--- src/rtl/can_flt_pkg.sv ---
package can_flt_pkg;

    localparam int STD_W    = 11;
    localparam int EXT_W    = 18;
    localparam int WORD_W   = 32;
    localparam int HALF_W   = WORD_W / 2;
    localparam int NEXT_W   = HALF_W - STD_W - 2;
    localparam int SLOTS    = 4;
    localparam int CNT_W    = $clog2(SLOTS + 1);

    // encoding is {narrow, list}
    typedef enum logic [1:0] {
        FORM_WIDE_MASK   = 2'b00,
        FORM_WIDE_LIST   = 2'b01,
        FORM_NARROW_MASK = 2'b10,
        FORM_NARROW_LIST = 2'b11
    } form_e;

    typedef struct packed {
        logic [WORD_W-1:0] word_a;
        logic [WORD_W-1:0] word_b;
        logic              list;
        logic              narrow;
        logic              active;
    } cfg_t;

    typedef struct packed {
        logic [STD_W-1:0] std_id;
        logic [EXT_W-1:0] ext_id;
        logic             ide;
        logic             rtr;
    } frame_t;

    typedef struct packed {
        logic [WORD_W-1:0] value;
        logic [WORD_W-1:0] care;
        logic              used;
    } lane_t;

    function automatic logic [WORD_W-1:0] pack_wide(input frame_t f);
        return {f.std_id, f.ext_id, f.ide, f.rtr, 1'b0};
    endfunction

    function automatic logic [HALF_W-1:0] pack_narrow(input frame_t f);
        return {f.std_id, f.rtr, f.ide, f.ext_id[EXT_W-1 -: NEXT_W]};
    endfunction

    function automatic form_e form_of(input cfg_t c);
        return form_e'({c.narrow, c.list});
    endfunction

    function automatic logic [CNT_W-1:0] slot_count(input form_e f);
        logic [CNT_W-1:0] n;
        case (f)
            FORM_WIDE_MASK:   n = CNT_W'(1);
            FORM_WIDE_LIST:   n = CNT_W'(2);
            FORM_NARROW_MASK: n = CNT_W'(2);
            default:          n = CNT_W'(4);
        endcase
        return n;
    endfunction

    function automatic logic [WORD_W-1:0] widen(input logic [HALF_W-1:0] h);
        return {{HALF_W{1'b0}}, h};
    endfunction

    // Derive value, care mask and use flag of one slot from the configuration.
    function automatic lane_t build_lane(input cfg_t c, input int idx);
        lane_t             ln;
        logic [WORD_W-1:0] src;
        logic [HALF_W-1:0] half;
        ln   = '0;
        src  = (idx < 2) ? c.word_a : c.word_b;
        half = (idx % 2 == 0) ? src[HALF_W-1:0] : src[WORD_W-1:HALF_W];
        case (form_of(c))
            FORM_WIDE_MASK: begin
                if (idx == 0) begin
                    ln.value = c.word_a;
                    ln.care  = c.word_b;
                    ln.used  = 1'b1;
                end
            end
            FORM_WIDE_LIST: begin
                if (idx < 2) begin
                    ln.value = (idx == 0) ? c.word_a : c.word_b;
                    ln.care  = '1;
                    ln.used  = 1'b1;
                end
            end
            FORM_NARROW_MASK: begin
                if (idx < 2) begin
                    ln.value = widen((idx == 0) ? c.word_a[HALF_W-1:0]
                                                : c.word_b[HALF_W-1:0]);
                    ln.care  = widen((idx == 0) ? c.word_a[WORD_W-1:HALF_W]
                                                : c.word_b[WORD_W-1:HALF_W]);
                    ln.used  = 1'b1;
                end
            end
            default: begin
                ln.value = widen(half);
                ln.care  = widen({HALF_W{1'b1}});
                ln.used  = 1'b1;
            end
        endcase
        return ln;
    endfunction

endpackage

--- src/rtl/can_flt_cfg.sv ---
module can_flt_cfg
    import can_flt_pkg::*;
(
    input  logic              clk,
    input  logic              rst,
    input  logic              load,
    input  logic [WORD_W-1:0] word_a,
    input  logic [WORD_W-1:0] word_b,
    input  logic              list,
    input  logic              narrow,
    input  logic              active,
    output cfg_t              cfg_q
);

    always_ff @(posedge clk) begin
        if (rst) begin
            cfg_q <= '0;
        end else if (load) begin
            cfg_q.word_a <= word_a;
            cfg_q.word_b <= word_b;
            cfg_q.list   <= list;
            cfg_q.narrow <= narrow;
            cfg_q.active <= active;
        end
    end

    AST_CFG_LOAD: assert property (@(posedge clk) disable iff (rst)
        load |=> (cfg_q.word_a == $past(word_a) && cfg_q.word_b == $past(word_b)
                  && cfg_q.active == $past(active)));

    AST_CFG_HOLD: assert property (@(posedge clk) disable iff (rst)
        !load |=> $stable(cfg_q));

    AST_CFG_RST_CLEAR: assert property (@(posedge clk)
        rst |=> (cfg_q == '0));

endmodule

--- src/rtl/can_flt_keypack.sv ---
module can_flt_keypack
    import can_flt_pkg::*;
(
    input  logic [STD_W-1:0]  std_id,
    input  logic [EXT_W-1:0]  ext_id,
    input  logic              ide,
    input  logic              rtr,
    output logic [WORD_W-1:0] key_wide,
    output logic [HALF_W-1:0] key_narrow
);

    frame_t frm;

    always_comb begin
        frm.std_id = std_id;
        frm.ext_id = ext_id;
        frm.ide    = ide;
        frm.rtr    = rtr;
        key_wide   = pack_wide(frm);
        key_narrow = pack_narrow(frm);
    end

    always_comb begin
        assert (key_wide[0] == 1'b0);
    end

endmodule

--- src/rtl/can_flt_lane.sv ---
module can_flt_lane
    import can_flt_pkg::*;
#(
    parameter int IDX = 0
) (
    input  logic              clk,
    input  logic              rst,
    input  cfg_t              cfg,
    input  logic [WORD_W-1:0] key_wide,
    input  logic [HALF_W-1:0] key_narrow,
    output logic              hit,
    output logic              used
);

    lane_t             ln;
    logic [WORD_W-1:0] key;
    logic [WORD_W-1:0] diff;

    always_comb begin
        ln   = build_lane(cfg, IDX);
        key  = cfg.narrow ? widen(key_narrow) : key_wide;
        diff = (key ^ ln.value) & ln.care;
        used = ln.used;
        hit  = cfg.active & ln.used & ~|diff;
    end

    AST_LANE_UNUSED_QUIET: assert property (@(posedge clk) disable iff (rst)
        !used |-> !hit);

    AST_LANE_NO_CARE_PASS: assert property (@(posedge clk) disable iff (rst)
        (cfg.active && used && !cfg.narrow && !cfg.list && cfg.word_b == '0) |-> hit);

endmodule

--- src/rtl/can_accept_group.sv ---
module can_accept_group
    import can_flt_pkg::*;
(
    input  logic              clk,
    input  logic              rst,
    input  logic              cfg_load,
    input  logic [31:0]       cfg_word_a,
    input  logic [31:0]       cfg_word_b,
    input  logic              cfg_list,
    input  logic              cfg_narrow,
    input  logic              cfg_active,
    input  logic [10:0]       frm_std,
    input  logic [17:0]       frm_ext,
    input  logic              frm_ide,
    input  logic              frm_rtr,
    output logic [3:0]        hit,
    output logic [2:0]        slots_used,
    output logic              form_list,
    output logic              form_narrow
);

    cfg_t              cfg_q;
    logic [WORD_W-1:0] key_wide;
    logic [HALF_W-1:0] key_narrow;
    logic [SLOTS-1:0]  lane_hit;
    logic [SLOTS-1:0]  lane_used;

    can_flt_cfg u_cfg (
        .clk    (clk),
        .rst    (rst),
        .load   (cfg_load),
        .word_a (cfg_word_a),
        .word_b (cfg_word_b),
        .list   (cfg_list),
        .narrow (cfg_narrow),
        .active (cfg_active),
        .cfg_q  (cfg_q)
    );

    can_flt_keypack u_keys (
        .std_id     (frm_std),
        .ext_id     (frm_ext),
        .ide        (frm_ide),
        .rtr        (frm_rtr),
        .key_wide   (key_wide),
        .key_narrow (key_narrow)
    );

    for (genvar i = 0; i < SLOTS; i++) begin : g_lane
        can_flt_lane #(.IDX(i)) u_lane (
            .clk        (clk),
            .rst        (rst),
            .cfg        (cfg_q),
            .key_wide   (key_wide),
            .key_narrow (key_narrow),
            .hit        (lane_hit[i]),
            .used       (lane_used[i])
        );
    end

    always_comb begin
        hit         = lane_hit;
        slots_used  = cfg_q.active ? slot_count(form_of(cfg_q)) : '0;
        form_list   = cfg_q.list;
        form_narrow = cfg_q.narrow;
    end

    AST_IDLE_NO_HIT: assert property (@(posedge clk) disable iff (rst)
        !cfg_q.active |-> (hit == '0 && slots_used == '0));

    AST_HIT_IN_RANGE: assert property (@(posedge clk) disable iff (rst)
        (hit >> slots_used) == '0);

    AST_SLOT_COUNT_LEGAL: assert property (@(posedge clk) disable iff (rst)
        ($countones(slots_used) <= 1 && slots_used <= 3'd4));

    AST_USED_MATCHES_COUNT: assert property (@(posedge clk) disable iff (rst)
        cfg_q.active |-> ($countones(lane_used) == int'(slots_used)));

endmodule

--- config.mk ---
export PLATFORM = sky130hd
export DESIGN_NAME = can_accept_group
export DESIGN_NICKNAME = d
export VERILOG_FILES = /design/src/rtl/can_flt_pkg.sv /design/src/rtl/can_flt_cfg.sv /design/src/rtl/can_flt_keypack.sv /design/src/rtl/can_flt_lane.sv /design/src/rtl/can_accept_group.sv
export SDC_FILE = /design/constraint.sdc
export NUM_CORES = 1
export LEC_CHECK = 0
export BUFFER_PORTS_ARGS = -buffer_cell sky130_fd_sc_hd__buf_2
export CORE_MARGIN = 3
export CORE_UTILIZATION = 55
export CTS_CLUSTER_DIAMETER = 120
export DETAILED_ROUTE_END_ITERATION = 16
export GPL_ROUTABILITY_DRIVEN = 0
export PLACE_DENSITY = 0.8
export SLEW_MARGIN = 20
export SYNTH_ARGS = -nofsm -noshare
export SYNTH_HDL_FRONTEND = slang
export SYNTH_SLANG_ARGS = --single-unit
--- constraint.sdc ---
create_clock -name clk -period 8.2 [get_ports clk]
set_input_delay 1.23 -clock clk [delete_from_list [all_inputs] [get_ports clk]]
set_output_delay 1.23 -clock clk [all_outputs]
set_load 0.05 [all_outputs]
==> impl_metrics.json <==
{
  "status": "finished clean",
  "htree_levels": 3,
  "post_cts_buffers": 0,
  "crit_type": "reg -> out",
  "syn_area_um2": 4700,
  "clock.fmax_ghz": 0.176,
  "largest_reg_flops": 67,
  "fp.dieW_um": 98.4,
  "rsz0062_at_grt": "false",
  "ys_seq_area_share_pct": 28.5,
  "post_cts_resized": 0,
  "synth-simple-area-share_pct": 14.4,
  "syn2layout_area_growth_pct": 14.3,
  "core_um2": 8260,
  "cp.arrival_ps": 4460,
  "maxSlewViolCount": 0,
  "cts_buffers": 9,
  "die_area_um2": 9690,
  "synth_edf_count": 0,
  "synthFlopType": "dfxtp_1",
  "finClkSkew_ps": 0,
  "layout-drive-gt1-share_pct": 20.9,
  "cap_violations": 0,
  "setup_viol": 0,
  "first_iter_violations": 456,
  "min_path_type": "reg -> reg",
  "wire_per_inst_um": 19.3,
  "cts_hold_buf": 0,
  "final_util_pct": 65.0,
  "routed-via-count": 4634,
  "io_buffer_count": 109,
  "endpoint_kind": "output pin",
  "finalWirelength_um": 14300,
  "start_util_pct": 56.9,
  "top_register": "u_cfg.cfg_q",
  "root_buffer": "clkbuf_8",
  "drc": 0,
  "synth-compound-area-share_pct": 15.9,
  "antennaDiodeCount": 0,
  "total_leakage_power_nw": 2.33,
  "numClockSinks": 67,
  "synth-seq-cells": 67,
  "critical_path_peak_fanout": 36,
  "cts_tree": "yes",
  "irDropWorstVdd_v": 0.000111,
  "synthCells": 561,
  "io_pins": 110,
  "power_density_nw_per_um2": 166,
  "setup-tns-final_ps": 0,
  "maxSlewHeadroom_pct": 28.0,
  "max_slew.worst_pin.slew_ps": 1080,
  "syn_nets": 668,
  "insertion_delay_ps": 360,
  "synthMuxAreaShare_pct": 17.9,
  "critical_path_required_ps": 6970,
  "rows": 33,
  "ys_warn_count": 0,
  "drt_first_pass_iters": 6,
  "power_mw": 0.892,
  "first_global_vias": 4442,
  "post-route-period-util_pct": 69.3,
  "viasPerCell": 6.22,
  "die_y_um": 98.4,
  "synth_xor_xnor_area_share_pct": 16.4,
  "mostFrequentLayoutCells": "107 x buf_2, 86 x nor2_1, 76 x mux2i_1",
  "detail-route-antenna-nets": 0,
  "period_minus_slack_ps": 5690,
  "gr-total-overflow": 0,
  "dp_hpwl_um": 10600,
  "antenna_found_initial": 0,
  "synth_cell_types": 35,
  "async_flop_share_pct": 0,
  "synth_top_family_by_area": "multiplexers",
  "layout_commonest_cell": "buf_2",
  "num-nets-final": 742,
  "hold_violations": 0,
  "path_clk_slew_ps": 80,
  "largest_registers": "u_cfg.cfg_q: 67 flops",
  "cp-start-kind": "flop",
  "avgSynthCellArea_um2": 8.37,
  "clock_path_buffers": 2,
  "grt_start_max_net_pins": 68,
  "grt_pass1_wl_um": 22800,
  "grtUsageTotal_pct": 29.6,
  "synthAdderAreaFrac_pct": 1.60
}
-- per-layer routing --
| layer | track usage, % | part of all wire (%) | wire length, µm | vias to the layer above |
|---|---|---|---|---|
| met5 | 0 | 0 | 0 | - |
| met2 | 45.0 | 44 | 6300 | 301 |
| li1 | - | - | - | 2134 |
| met3 | 7.71 | 11 | 1560 | 73 |
| met4 | 16.1 | 5.9 | 848 | 0 |
| met1 | 38.5 | 39 | 5640 | 2126 |
-- per-stage QoR --
stage / setup slack (ps) / instance area (µm²) / std cells / hold WS, ps
4_1_cts: 2610 / 5370 / 745 / 535
3_3_place_gp: 3200 / 5160 / 729 / 501
2_1_floorplan: 3630 / 4700 / 561 / 481
3_5_place_dp: 3080 / 5160 / 729 / 514
6_report: 2510 / 5370 / 745 / 534
5_1_grt: 2230 / 5370 / 745 / 561
-- final timing paths --
check,start,to,slack [ps],cells past startpoint
hold reg to reg,u_cfg.cfg_q[43]$_SDFFE_PP0P_,u_cfg.cfg_q[43]$_SDFFE_PP0P_,530,2
setup reg to reg,u_cfg.cfg_q[2]$_SDFFE_PP0P_,u_cfg.cfg_q[2]$_SDFFE_PP0P_,7040,2
setup / recovery,u_cfg.cfg_q[1]$_SDFFE_PP0P_,hit[1],2510,10
hold / removal,u_cfg.cfg_q[43]$_SDFFE_PP0P_,u_cfg.cfg_q[43]$_SDFFE_PP0P_,530,2
-- power breakdown --
part	total (mW)	switching, mW	internal [mW]	leakage (nW)
clock network	0.298	0.152	0.146	0.102
registers	0.381	0.0361	0.345	0.553
logic	0.213	0.115	0.0979	1.67
total	0.892	0.303	0.588	2.33
-- cells in the mapped netlist, types with 6 or more instances --
library cell / n / area (µm²)
a21oi_1: 36 / 180
a221oi_1: 16 / 140
a31oi_1: 8 / 50.1
buf_1: 7 / 26.3
clkbuf_1: 32 / 120
dfxtp_1: 67 / 1340
ha_1: 6 / 75.1
mux2i_1: 76 / 761
mux2i_2: 6 / 82.6
nand2_1: 14 / 52.6
nand4_1: 8 / 50.1
nor2_1: 86 / 323
nor4bb_1: 8 / 80.1
o21ai_0: 32 / 160
o22ai_1: 28 / 175
xnor2_1: 41 / 359
xor2_1: 47 / 412
-- final cells by class --
type | count | area (µm²)
inverter | 4 | 15.0
fill | 743 | 2890
tap | 105 | 131
clock inverter | 7 | 83.8
sequential | 67 | 1340
timing repair buffer | 111 | 566
multi-input combinational | 442 | 3110
clock buffer | 9 | 124
-- logic make-up after synthesis --
family	after synthesis
AND/OR/NAND/NOR	141
flip-flops	67
adder cells (fa/ha/maj)	6
buffers and inverters	52
multiplexers	82
XOR/XNOR	88
AO/OA/AOI/OAI	125
-- critical path: stages, from the launching register on --
cell and delay [ps]:
dfxtp_1 560, buf_4 400, ha_1 910, nand2b_1 400, o22ai_1 150, o21ai_0 110, nand4_1 110, o21ai_0 240
or4b_1 470, nor4_1 390, buf_2 340
Power figures use the tool's default switching activity.
